`config.mk`:
```
export PLATFORM = sky130hd
export DESIGN_NAME = mem_lane_aligner
export DESIGN_NICKNAME = d
export VERILOG_FILES = /design/src/rtl/lsa_pkg.sv /design/src/rtl/lsa_addr_gen.sv /design/src/rtl/lsa_store_lane.sv /design/src/rtl/lsa_load_extract.sv /design/src/rtl/mem_lane_aligner.sv
export SDC_FILE = /design/constraint.sdc
export NUM_CORES = 1
export LEC_CHECK = 0
export BUFFER_PORTS_ARGS = -buffer_cell sky130_fd_sc_hd__buf_4
export CAP_MARGIN = 20
export CORE_MARGIN = 1
export CORE_UTILIZATION = 30
export DETAILED_ROUTE_END_ITERATION = 16
export GPL_TIMING_DRIVEN = 0
export SETUP_SLACK_MARGIN = 0.3
export SYNTH_ARGS = -nofsm -noshare
export SYNTH_HDL_FRONTEND = slang
export SYNTH_SLANG_ARGS = --single-unit
```
`constraint.sdc`:
```
create_clock -name clk -period 3.7 [get_ports clk]
set_input_delay 0.74 -clock clk [delete_from_list [all_inputs] [get_ports clk]]
set_output_delay 0.74 -clock clk [all_outputs]
set_load 0.03 [all_outputs]
```
`src/rtl/lsa_pkg.sv`:
```
package lsa_pkg;
  localparam int WORD_W = 32;
  localparam int LANES  = WORD_W / 8;
  localparam int OFF_W  = $clog2(LANES);
  localparam int OPC_W  = 6;

  typedef enum logic [1:0] {SZ_BYTE, SZ_HALF, SZ_WORD} size_e;

  typedef struct packed {
    logic  legal;
    logic  is_load;
    logic  sext;
    size_e size;
  } opinfo_t;

  localparam logic [OPC_W-1:0] OPC_LDB_S = 6'd4;
  localparam logic [OPC_W-1:0] OPC_LDB_U = 6'd16;
  localparam logic [OPC_W-1:0] OPC_LDH_S = 6'd7;
  localparam logic [OPC_W-1:0] OPC_LDH_U = 6'd11;
  localparam logic [OPC_W-1:0] OPC_LDW   = 6'd10;
  localparam logic [OPC_W-1:0] OPC_STB   = 6'd12;
  localparam logic [OPC_W-1:0] OPC_STH   = 6'd3;
  localparam logic [OPC_W-1:0] OPC_STW   = 6'd22;

  function automatic opinfo_t decode_op(input logic [OPC_W-1:0] op);
    opinfo_t r;
    r = '{legal: 1'b1, is_load: 1'b0, sext: 1'b0, size: SZ_BYTE};
    case (op)
      OPC_LDB_S: begin r.is_load = 1'b1; r.sext = 1'b1; r.size = SZ_BYTE; end
      OPC_LDB_U: begin r.is_load = 1'b1; r.size = SZ_BYTE; end
      OPC_LDH_S: begin r.is_load = 1'b1; r.sext = 1'b1; r.size = SZ_HALF; end
      OPC_LDH_U: begin r.is_load = 1'b1; r.size = SZ_HALF; end
      OPC_LDW:   begin r.is_load = 1'b1; r.size = SZ_WORD; end
      OPC_STB:   r.size = SZ_BYTE;
      OPC_STH:   r.size = SZ_HALF;
      OPC_STW:   r.size = SZ_WORD;
      default:   r.legal = 1'b0;
    endcase
    return r;
  endfunction
endpackage

```
`src/rtl/lsa_addr_gen.sv`:
```
module lsa_addr_gen
  import lsa_pkg::*;
#(
  parameter int ADDR_W = 32,
  parameter int DISP_W = 16
) (
  input  logic [ADDR_W-1:0] base_i,
  input  logic [DISP_W-1:0] disp_i,
  input  size_e             size_i,
  output logic [ADDR_W-1:0] ea_o,
  output logic              misalign_o
);
  localparam int EXT_W = ADDR_W - DISP_W;

  assign ea_o = base_i + {{EXT_W{disp_i[DISP_W-1]}}, disp_i};

  always_comb begin
    case (size_i)
      SZ_HALF: misalign_o = ea_o[0];
      SZ_WORD: misalign_o = |ea_o[OFF_W-1:0];
      default: misalign_o = 1'b0;
    endcase
  end
endmodule

```
`src/rtl/lsa_store_lane.sv`:
```
module lsa_store_lane
  import lsa_pkg::*;
(
  input  size_e              size_i,
  input  logic [OFF_W-1:0]   off_i,
  input  logic [WORD_W-1:0]  src_i,
  output logic [LANES-1:0]   be_o,
  output logic [WORD_W-1:0]  wdata_o
);
  // lane g is byte offset g, stored at bits WORD_W-1-8g downward (big-endian)
  for (genvar g = 0; g < LANES; g++) begin : g_lane
    localparam int HI = WORD_W - 1 - 8 * g;
    localparam logic [OFF_W-1:0] GOFF = OFF_W'(g);
    always_comb begin
      case (size_i)
        SZ_BYTE: begin
          be_o[LANES-1-g]     = (off_i == GOFF);
          wdata_o[HI -: 8]    = src_i[7:0];
        end
        SZ_HALF: begin
          be_o[LANES-1-g]     = (off_i[OFF_W-1] == GOFF[OFF_W-1]);
          wdata_o[HI -: 8]    = GOFF[0] ? src_i[7:0] : src_i[15:8];
        end
        default: begin
          be_o[LANES-1-g]     = 1'b1;
          wdata_o[HI -: 8]    = src_i[HI -: 8];
        end
      endcase
    end
  end
endmodule

```
`src/rtl/lsa_load_extract.sv`:
```
module lsa_load_extract
  import lsa_pkg::*;
(
  input  size_e              size_i,
  input  logic               sext_i,
  input  logic [OFF_W-1:0]   off_i,
  input  logic [WORD_W-1:0]  word_i,
  output logic [WORD_W-1:0]  data_o
);
  logic [7:0]  lane [LANES];
  logic [7:0]  byte_v;
  logic [15:0] half_v;

  for (genvar g = 0; g < LANES; g++) begin : g_split
    assign lane[g] = word_i[WORD_W-1-8*g -: 8];
  end

  assign byte_v = lane[off_i];
  assign half_v = off_i[OFF_W-1] ? word_i[15:0] : word_i[WORD_W-1 -: 16];

  always_comb begin
    case (size_i)
      SZ_BYTE: data_o = {{(WORD_W-8){sext_i & byte_v[7]}}, byte_v};
      SZ_HALF: data_o = {{(WORD_W-16){sext_i & half_v[15]}}, half_v};
      default: data_o = word_i;
    endcase
  end
endmodule

```
`src/rtl/mem_lane_aligner.sv`:
```
module mem_lane_aligner
  import lsa_pkg::*;
#(
  parameter int ADDR_W = 32,
  parameter int DISP_W = 16
) (
  input  logic                    clk,
  input  logic                    rst,
  input  logic                    req_valid,
  input  logic [OPC_W-1:0]        req_op,
  input  logic [ADDR_W-1:0]       req_base,
  input  logic [DISP_W-1:0]       req_disp,
  input  logic [WORD_W-1:0]       req_wsrc,
  input  logic [WORD_W-1:0]       mem_rdata,
  output logic                    mem_valid,
  output logic                    mem_we,
  output logic [ADDR_W-OFF_W-1:0] mem_addr,
  output logic [LANES-1:0]        mem_be,
  output logic [WORD_W-1:0]       mem_wdata,
  output logic                    misalign,
  output logic                    ld_valid,
  output logic [WORD_W-1:0]       ld_data
);
  opinfo_t            info;
  logic [ADDR_W-1:0]  ea;
  logic               mis_c;
  logic               go;
  logic [LANES-1:0]   be_c;
  logic [WORD_W-1:0]  wd_c;
  logic [WORD_W-1:0]  ext_c;

  // request-side state carried to the load return path
  size_e              s1_size, s2_size;
  logic               s1_sext, s2_sext;
  logic [OFF_W-1:0]   s1_off,  s2_off;
  logic               s2_valid;

  assign info = decode_op(req_op);
  assign go   = req_valid & info.legal;

  lsa_addr_gen #(.ADDR_W(ADDR_W), .DISP_W(DISP_W)) u_ag (
    .base_i    (req_base),
    .disp_i    (req_disp),
    .size_i    (info.size),
    .ea_o      (ea),
    .misalign_o(mis_c)
  );

  lsa_store_lane u_st (
    .size_i (info.size),
    .off_i  (ea[OFF_W-1:0]),
    .src_i  (req_wsrc),
    .be_o   (be_c),
    .wdata_o(wd_c)
  );

  lsa_load_extract u_ld (
    .size_i(s2_size),
    .sext_i(s2_sext),
    .off_i (s2_off),
    .word_i(mem_rdata),
    .data_o(ext_c)
  );

  // issue stage
  always_ff @(posedge clk) begin
    if (rst) begin
      mem_valid <= 1'b0;
      mem_we    <= 1'b0;
      mem_addr  <= '0;
      mem_be    <= '0;
      mem_wdata <= '0;
      misalign  <= 1'b0;
      s1_size   <= SZ_BYTE;
      s1_sext   <= 1'b0;
      s1_off    <= '0;
    end else begin
      mem_valid <= go & ~mis_c;
      mem_we    <= go & ~mis_c & ~info.is_load;
      mem_be    <= (go & ~mis_c) ? be_c : '0;
      mem_addr  <= ea[ADDR_W-1:OFF_W];
      mem_wdata <= wd_c;
      misalign  <= go & mis_c;
      s1_size   <= info.size;
      s1_sext   <= info.sext;
      s1_off    <= ea[OFF_W-1:0];
    end
  end

  // memory read cycle
  always_ff @(posedge clk) begin
    if (rst) begin
      s2_valid <= 1'b0;
      s2_size  <= SZ_BYTE;
      s2_sext  <= 1'b0;
      s2_off   <= '0;
    end else begin
      s2_valid <= mem_valid & ~mem_we;
      s2_size  <= s1_size;
      s2_sext  <= s1_sext;
      s2_off   <= s1_off;
    end
  end

  // load result stage
  always_ff @(posedge clk) begin
    if (rst) begin
      ld_valid <= 1'b0;
      ld_data  <= '0;
    end else begin
      ld_valid <= s2_valid;
      if (s2_valid) ld_data <= ext_c;
    end
  end
endmodule

```
==> flow_metrics.tcl, run 1 <==
set metrics [dict create \
    row_count 52 \
    slew_headroom 0.385 \
    power_frac_comb 0.238 \
    drt_wl_total_um 20500 \
    max-vdd-ir-drop_uv 282 \
    synthAdderAreaFrac 0.0713 \
    run_status "finished, final reports clean" \
    drc_errors 0 \
    synth_cells 744 \
    worstPathArrival_ns 3.24 \
    final_antenna_net_count 0 \
    drt_iter0_drc 239 \
    finalSetupTns_ns 0 \
    worstHoldStart "mem_we$_SDFF_PP0_" \
    p_int_mw 2.62 \
    clkPwrFrac 0.418 \
    finalCriticalPeriod_ns 2.91 \
    cts_tree "built" \
    grt_max_degree 18 \
    ys_types 69 \
    synth_xor_area_frac 0.0224 \
    track_usage 0.191 \
    cts_buffers 17 \
    power.density_mw_per_mm2 434 \
    cpPeakStageDelay_ns 0.55 \
    yosys.area_share.simple 0.221 \
    path_delay_family "simple AND/OR/NAND/NOR gates" \
    rrSetupSlack_ns 1.78 \
    p_leak_nw 3.85 \
    worst_clock_skew_ns 0.00490 \
    syn_area_mm2 0.00624 \
    synth_top_area_share 0.362 \
    fin_nets 1139 \
    postSynthAreaPerCell_um2 8.39 \
    hold_depth 1 \
    antenna_found_initial 1 \
    rr_worst_depth 4 \
    min_to "s2_valid$_SDFF_PP0_" \
    drive_above_1_share 0.325 \
    die_x_um 146 \
    clockRootBuffer "clkbuf_16" \
    startpoint_type "primary input" \
    synth.area.top_cells "dfxtp_1 36%, ha_1 6.8%, a21oi_1 6.1%, nor2_1 5.7%, nand2_1 4.9%" \
    hpwl_um 16000 \
    critical_path_class "primary input to flip-flop" \
    ys_warn_count 0 \
    dieArea_mm2 0.0214 \
    cts-resized-gates 0 \
    pwr-share-seq 0.344 \
    synthesis.nets 900 \
    clk_latency_ns 0.41 \
    hp-class "flip-flop to flip-flop" \
    fill_cells 2091 \
    grt_pass1_vias 6123 \
    drt_first_pass_iters 5 \
    vias 6244 \
    initial_core_util 0.308 \
    yosysMostFrequentCell "dfxtp_1" \
    io_pins 223 \
    crit_buf_inv 3 \
    max_slew.worst_pin.slew_ns 0.922 \
    synth_top_family_by_area "simple AND/OR/NAND/NOR gates" \
    cts_hold_buf 0 \
    synth_compound_area_frac 0.213 \
    synth_top_area_cell "dfxtp_1" \
    fmax_mhz 344 \
    drv_slew 0 \
    p_sw_frac 0.315 \
    worstPathCellList "buf_4 > nor2b_1 > nand2_1 > o21ai_0 > nand4_1 > ha_1 > clkbuf_1 > nor2_1 > clkbuf_1 > nand2_1 > a21oi_1" \
    synthMuxAreaShare 0.0603 \
    setup_viol_count_final 0 \
    wl_per_cell_um 16.1 \
    cts_buffer_depth 2 \
    hold_violations 0 \
    clk_pin_slew_ns 0.06 \
    portBuffers 220 \
    core_area_mm2 0.0203 \
    ys_seq_area_frac 0.362 \
    htreeDepth 4 \
    viasPerCell 4.93 \
    rsz0062_at_grt "no" \
    crit_required_ns 4.03 \
    area_growth_pct 41.2 \
    async_flop_share 0 \
    synth_edf_count 0 \
    cap_violations 0 \
    gp_congestion 0.903 \
    fin_util 0.434 \
    period_share 0.787 \
    cts_setup_buffers 0 \
    critPathCaptureType "flip-flop" \
    grt-ovfl-total 0 \
    yosys-top-cells-count "113 x dfxtp_1, 95 x nor2_1, 81 x nand2_1" \
    path_max_fanout 10 \
    cpMaxStageDelayCell "nor2_1" \
    cts.sinks 113 \
    fp.dieH_um 146 \
    grt_pass1_wl_um 32100 \
    switchingPower_mw 1.20 \
    timing.rr.end "ld_data[3]$_SDFFE_PP0P_" \
    synth_flop_cell "dfxtp_1" \
    ys_ff_latch 113 \
    r2r_start "s2_size[0]$_SDFF_PP0_" \
]
## placed cells by master (no fill, tap or decap), types with 20 or more instances in the layout
cell,netlist,layout
buf_4,2,222
a21oi_1,76,76
nor2_1,95,95
dfxtp_1,113,113
nor2b_1,25,25
ha_1,34,34
o21ai_0,30,30
clkbuf_1,20,20
nand2_1,81,81
nor3_1,20,20
## worst max-delay path by stage
stage,slack [ns],start,endpoint,cells past startpoint
after floorplan,0.90,req_base[0],mem_addr[20]$_SDFF_PP0_,8
after global placement,0.37,req_op[3],mem_wdata[17]$_SDFF_PP0_,11
after detailed placement,0.28,req_op[3],mem_wdata[17]$_SDFF_PP0_,11
after CTS,0.73,req_op[3],mem_wdata[17]$_SDFF_PP0_,11
after global routing,0.41,req_op[3],mem_wdata[21]$_SDFF_PP0_,11
final,0.79,req_op[3],mem_wdata[23]$_SDFF_PP0_,11
## layer usage
metal | wire [µm] | track usage | part of all wire | up-vias
met5 | 0 | 0 | 0 | -
met4 | 582 | 0.0797 | 0.028 | 0
met3 | 1310 | 0.0519 | 0.064 | 41
met2 | 9710 | 0.318 | 0.47 | 195
met1 | 8860 | 0.232 | 0.43 | 2886
li1 | - | - | - | 3122
## flip-flops by register name, indices dropped and copies added (netlist names), 2 cells and up
name and count:
s1_off 2, s1_size 2, mem_wdata 32, mem_addr 30, mem_be 4, s2_size 2
s2_off 2, ld_data 32
## cells by family (layout without fill, tap and decap cells)
logic type               count (synthesis)  in the layout
AO/OA/AOI/OAI                          204            204
other                                    0              1
flip-flops                             113            113
multiplexers                            26             26
AND/OR/NAND/NOR                        286            286
adder cells (fa/ha/maj)                 35             35
buffers and inverters                   64            316
XOR/XNOR                                16             16
## final cells by class
| type | instances | area [µm²] | area share |
|---|---|---|---|
| Multi-Input combinational cell | 567 | 3670 | 0.417 |
| Clock inverter | 15 | 153 | 0.0173 |
| Antenna cell | 1 | 2.50 | 0.000284 |
| Buffer | 46 | 239 | 0.0271 |
| Inverter | 18 | 67.6 | 0.00767 |
| Sequential cell | 113 | 2260 | 0.257 |
| Clock buffer | 17 | 425 | 0.0483 |
| Timing Repair Buffer | 220 | 1650 | 0.187 |
| Tap cell | 270 | 338 | 0.0383 |
## metrics by stage
stage                     std cells  hold WS [ns]  power [mW]  cell area, µm²  setup slack (ns)
after CTS                      1266         0.430        3.87            8810             0.733
after global placement         1234         0.412        2.25            8230             0.370
final                          1267         0.425        3.82            8810             0.789
after global routing           1266         0.446        4.01            8810             0.414
after detailed placement       1234         0.422        2.25            8230             0.283
after floorplan                 744         0.414        1.90            6240             0.896
## power by group through the flow
stage          sequential, mW  combinational, mW  clock, mW
2_1_floorplan            1.49              0.413          0
3_3_place_gp             1.34              0.907          0
3_5_place_dp             1.34              0.908          0
4_1_cts                  1.32              0.912       1.64
5_1_grt                  1.32              0.985       1.70
6_report                 1.32              0.909       1.60
Power figures use the tool's default switching activity.
==> run 2: changes to the inputs <==
- clock period: 3.7 -> 2.45 ns (I/O delays scaled with it)
==> run 2 against run 1 <==
Net effect:
- sequential share of layout area down 0.87 points
- wire length up 3.5%
- core utilization up 1.5 points
- highest routed layer unchanged
- non-clock buffer count up 15
- first-iteration DRC count down 3.8%
- largest power group unchanged
- global-route usage up 0.56 points
- critical endpoint is now mem_addr[24]$_SDFF_PP0_
- largest cell class unchanged
- final cell count up 1.1%
- sequential power up 51%
- design area up 3.5%
- sequential cell count unchanged
- worst hold slack worse by 0.12 ns
==> flow_metrics.tcl, run 2 (synthesis results as in run 1) <==
set metrics [dict create \
    hp-class "primary input to flip-flop" \
    layout_commonest_cell "buf_4" \
    track_usage 0.197 \
    critical_path_class "primary input to flip-flop" \
    crit_buf_inv 1 \
    fmax_mhz 453 \
    cts_tree "built" \
    grt-ovfl-total 0 \
    clk_latency_ns 0.42 \
    timing.rr.end "ld_data[24]$_SDFFE_PP0P_" \
    rrSetupSlack_ns 0.52 \
    min_to "mem_wdata[3]$_SDFF_PP0_" \
    final_cell_mix "235 x buf_4, 113 x dfxtp_1, 93 x nor2_1" \
    finalCriticalPeriod_ns 2.21 \
    worstHoldStart "req_wsrc[3]" \
    final_antenna_net_count 0 \
    antenna_found_initial 0 \
    hold_violations 0 \
    startpoint_type "primary input" \
    power_frac_comb 0.248 \
    cts.sinks 113 \
    hpwl_um 16200 \
    core_area_mm2 0.0203 \
    fp.dieH_um 146 \
    final_cells 1281 \
    path_delay_family "compound AO/OA/AOI/OAI gates" \
    cts_buffer_depth 2 \
    critPathCaptureType "flip-flop" \
    grt_pass1_vias 6092 \
    antennaDiodeCount 0 \
    drive_above_1_share 0.376 \
    switchingPower_mw 1.86 \
    clk_pin_slew_ns 0.06 \
    drc_errors 0 \
    dieArea_mm2 0.0214 \
    wl_per_cell_um 16.5 \
    hold_depth 2 \
    p_leak_nw 3.96 \
    worstPathCellList "buf_6 > ha_4 > fa_2 > a21o_2 > a311o_1 > nand4_1 > nand3_2 > a21oi_2 > mux2_4" \
    gp_congestion 0.892 \
    io_pins 223 \
    area_growth_pct 46.1 \
    vias 6410 \
    cap_violations 0 \
    clkPwrFrac 0.415 \
    design_area_mm2 0.00912 \
    dp_cells 1234 \
    pwr-share-seq 0.337 \
    grt_max_degree 18 \
    drv_slew 0 \
    place_area_mm2 0.00829 \
    rsz0062_at_grt "yes" \
    fin_nets 1154 \
    max_slew.worst_pin.slew_ns 0.910 \
    setup_slack_ns 0.242 \
    period_share 0.901 \
    htreeDepth 4 \
    slew_headroom 0.393 \
    drt_first_pass_iters 5 \
    viasPerCell 5.00 \
    p_sw_frac 0.316 \
    drt_iter0_drc 230 \
    worstPathArrival_ns 2.51 \
    r2r_start "s2_off[1]$_SDFF_PP0_" \
    grt_pass1_wl_um 32800 \
    worst_clock_skew_ns 0.0111 \
    drt_wl_total_um 21200 \
    power_mw 5.89 \
    portBuffers 220 \
    setup_viol_count_final 0 \
    path_max_fanout 3 \
    cts_buffers 17 \
    p_int_mw 4.03 \
    die_x_um 146 \
    fill_cells 2032 \
    initial_core_util 0.308 \
    rr_worst_depth 8 \
    crit_required_ns 2.75 \
    run_status "finished, final reports clean" \
    power.density_mw_per_mm2 646 \
    cts_hold_buf 0 \
    cpMaxStageDelayCell "fa_2" \
    row_count 52 \
    max-vdd-ir-drop_uv 415 \
    place_ws_ns -0.269 \
    reg.largest.list "ld_data x32, mem_wdata x32, mem_addr x30" \
    clockRootBuffer "clkbuf_16" \
    cpPeakStageDelay_ns 0.36 \
]
==> run 2: cell count changes in the layout (fill, tap and decap cells not counted), moves of 3 or more <==
cell and change:
inv_6 +4, buf_4 +13, a21oi_1 -13, a21oi_2 +13, clkbuf_1 -6, nor3_1 -3
inv_8 -3, ha_1 -3, clkbuf_2 +5, nor3_2 +3, buf_6 +3, o21ai_0 -3
==> run 2: through the flow <==
step / hold slack, ns / utilization / setup TNS [ns]
6_report: 0.305 / 0.449 / 0
5_1_grt: 0.294 / 0.449 / 0
4_1_cts: 0.280 / 0.442 / 0
3_5_place_dp: 0.421 / 0.408 / -6.10
3_3_place_gp: 0.422 / 0.408 / -5.75
2_1_floorplan: 0.414 / - / 0
==> run 2: final cells by class <==
class	instances	area [µm²]	share of cell area
multi-input cells	567	3850	0.422
flip-flops and latches	113	2260	0.248
repair buffers	235	1780	0.195
clock buffers	18	439	0.0481
well taps	270	338	0.0370
plain buffers	46	249	0.0273
clock inverters	14	144	0.0158
inverters	18	67.6	0.00741
==> run 2: how the worst max path moves through the flow <==
stage | from | endpoint | slack (ns) | depth (start not counted)
detailed placement | req_disp[15] | mem_addr[27]$_SDFF_PP0_ | -0.27 | 9
global placement | req_disp[15] | mem_addr[27]$_SDFF_PP0_ | -0.34 | 9
finish | req_base[0] | mem_addr[24]$_SDFF_PP0_ | 0.24 | 9
global route | req_disp[15] | mem_addr[23]$_SDFF_PP0_ | 0.16 | 9
floorplan | req_base[0] | mem_addr[20]$_SDFF_PP0_ | 0.13 | 8
CTS | req_base[0] | mem_addr[24]$_SDFF_PP0_ | 0.27 | 9
==> run 2: power groups by stage <==
stage	Combinational (mW)	Sequential [mW]	Clock (mW)
floorplan	0.638	2.24	0
global placement	1.39	2.03	0
detailed placement	1.39	2.03	0
CTS	1.42	1.99	2.50
global route	1.57	2.00	2.59
finish	1.46	1.99	2.44
==> run 2: repair_timing <==
item                                    4_1_cts  5_1_grt
pin swaps                                     5        7
setup buffers                                 5       10
endpoints found under the setup margin       18       27
resized for setup                            16       24
==> run 2: metal layers <==
metal,vias up,share of wire,track usage,routed length (µm)
met4,0,0.019,0.0667,400
met1,2990,0.43,0.245,9150
li1,3151,-,-,-
met2,245,0.48,0.325,10100
met3,24,0.070,0.0556,1480
met5,-,0,0,0
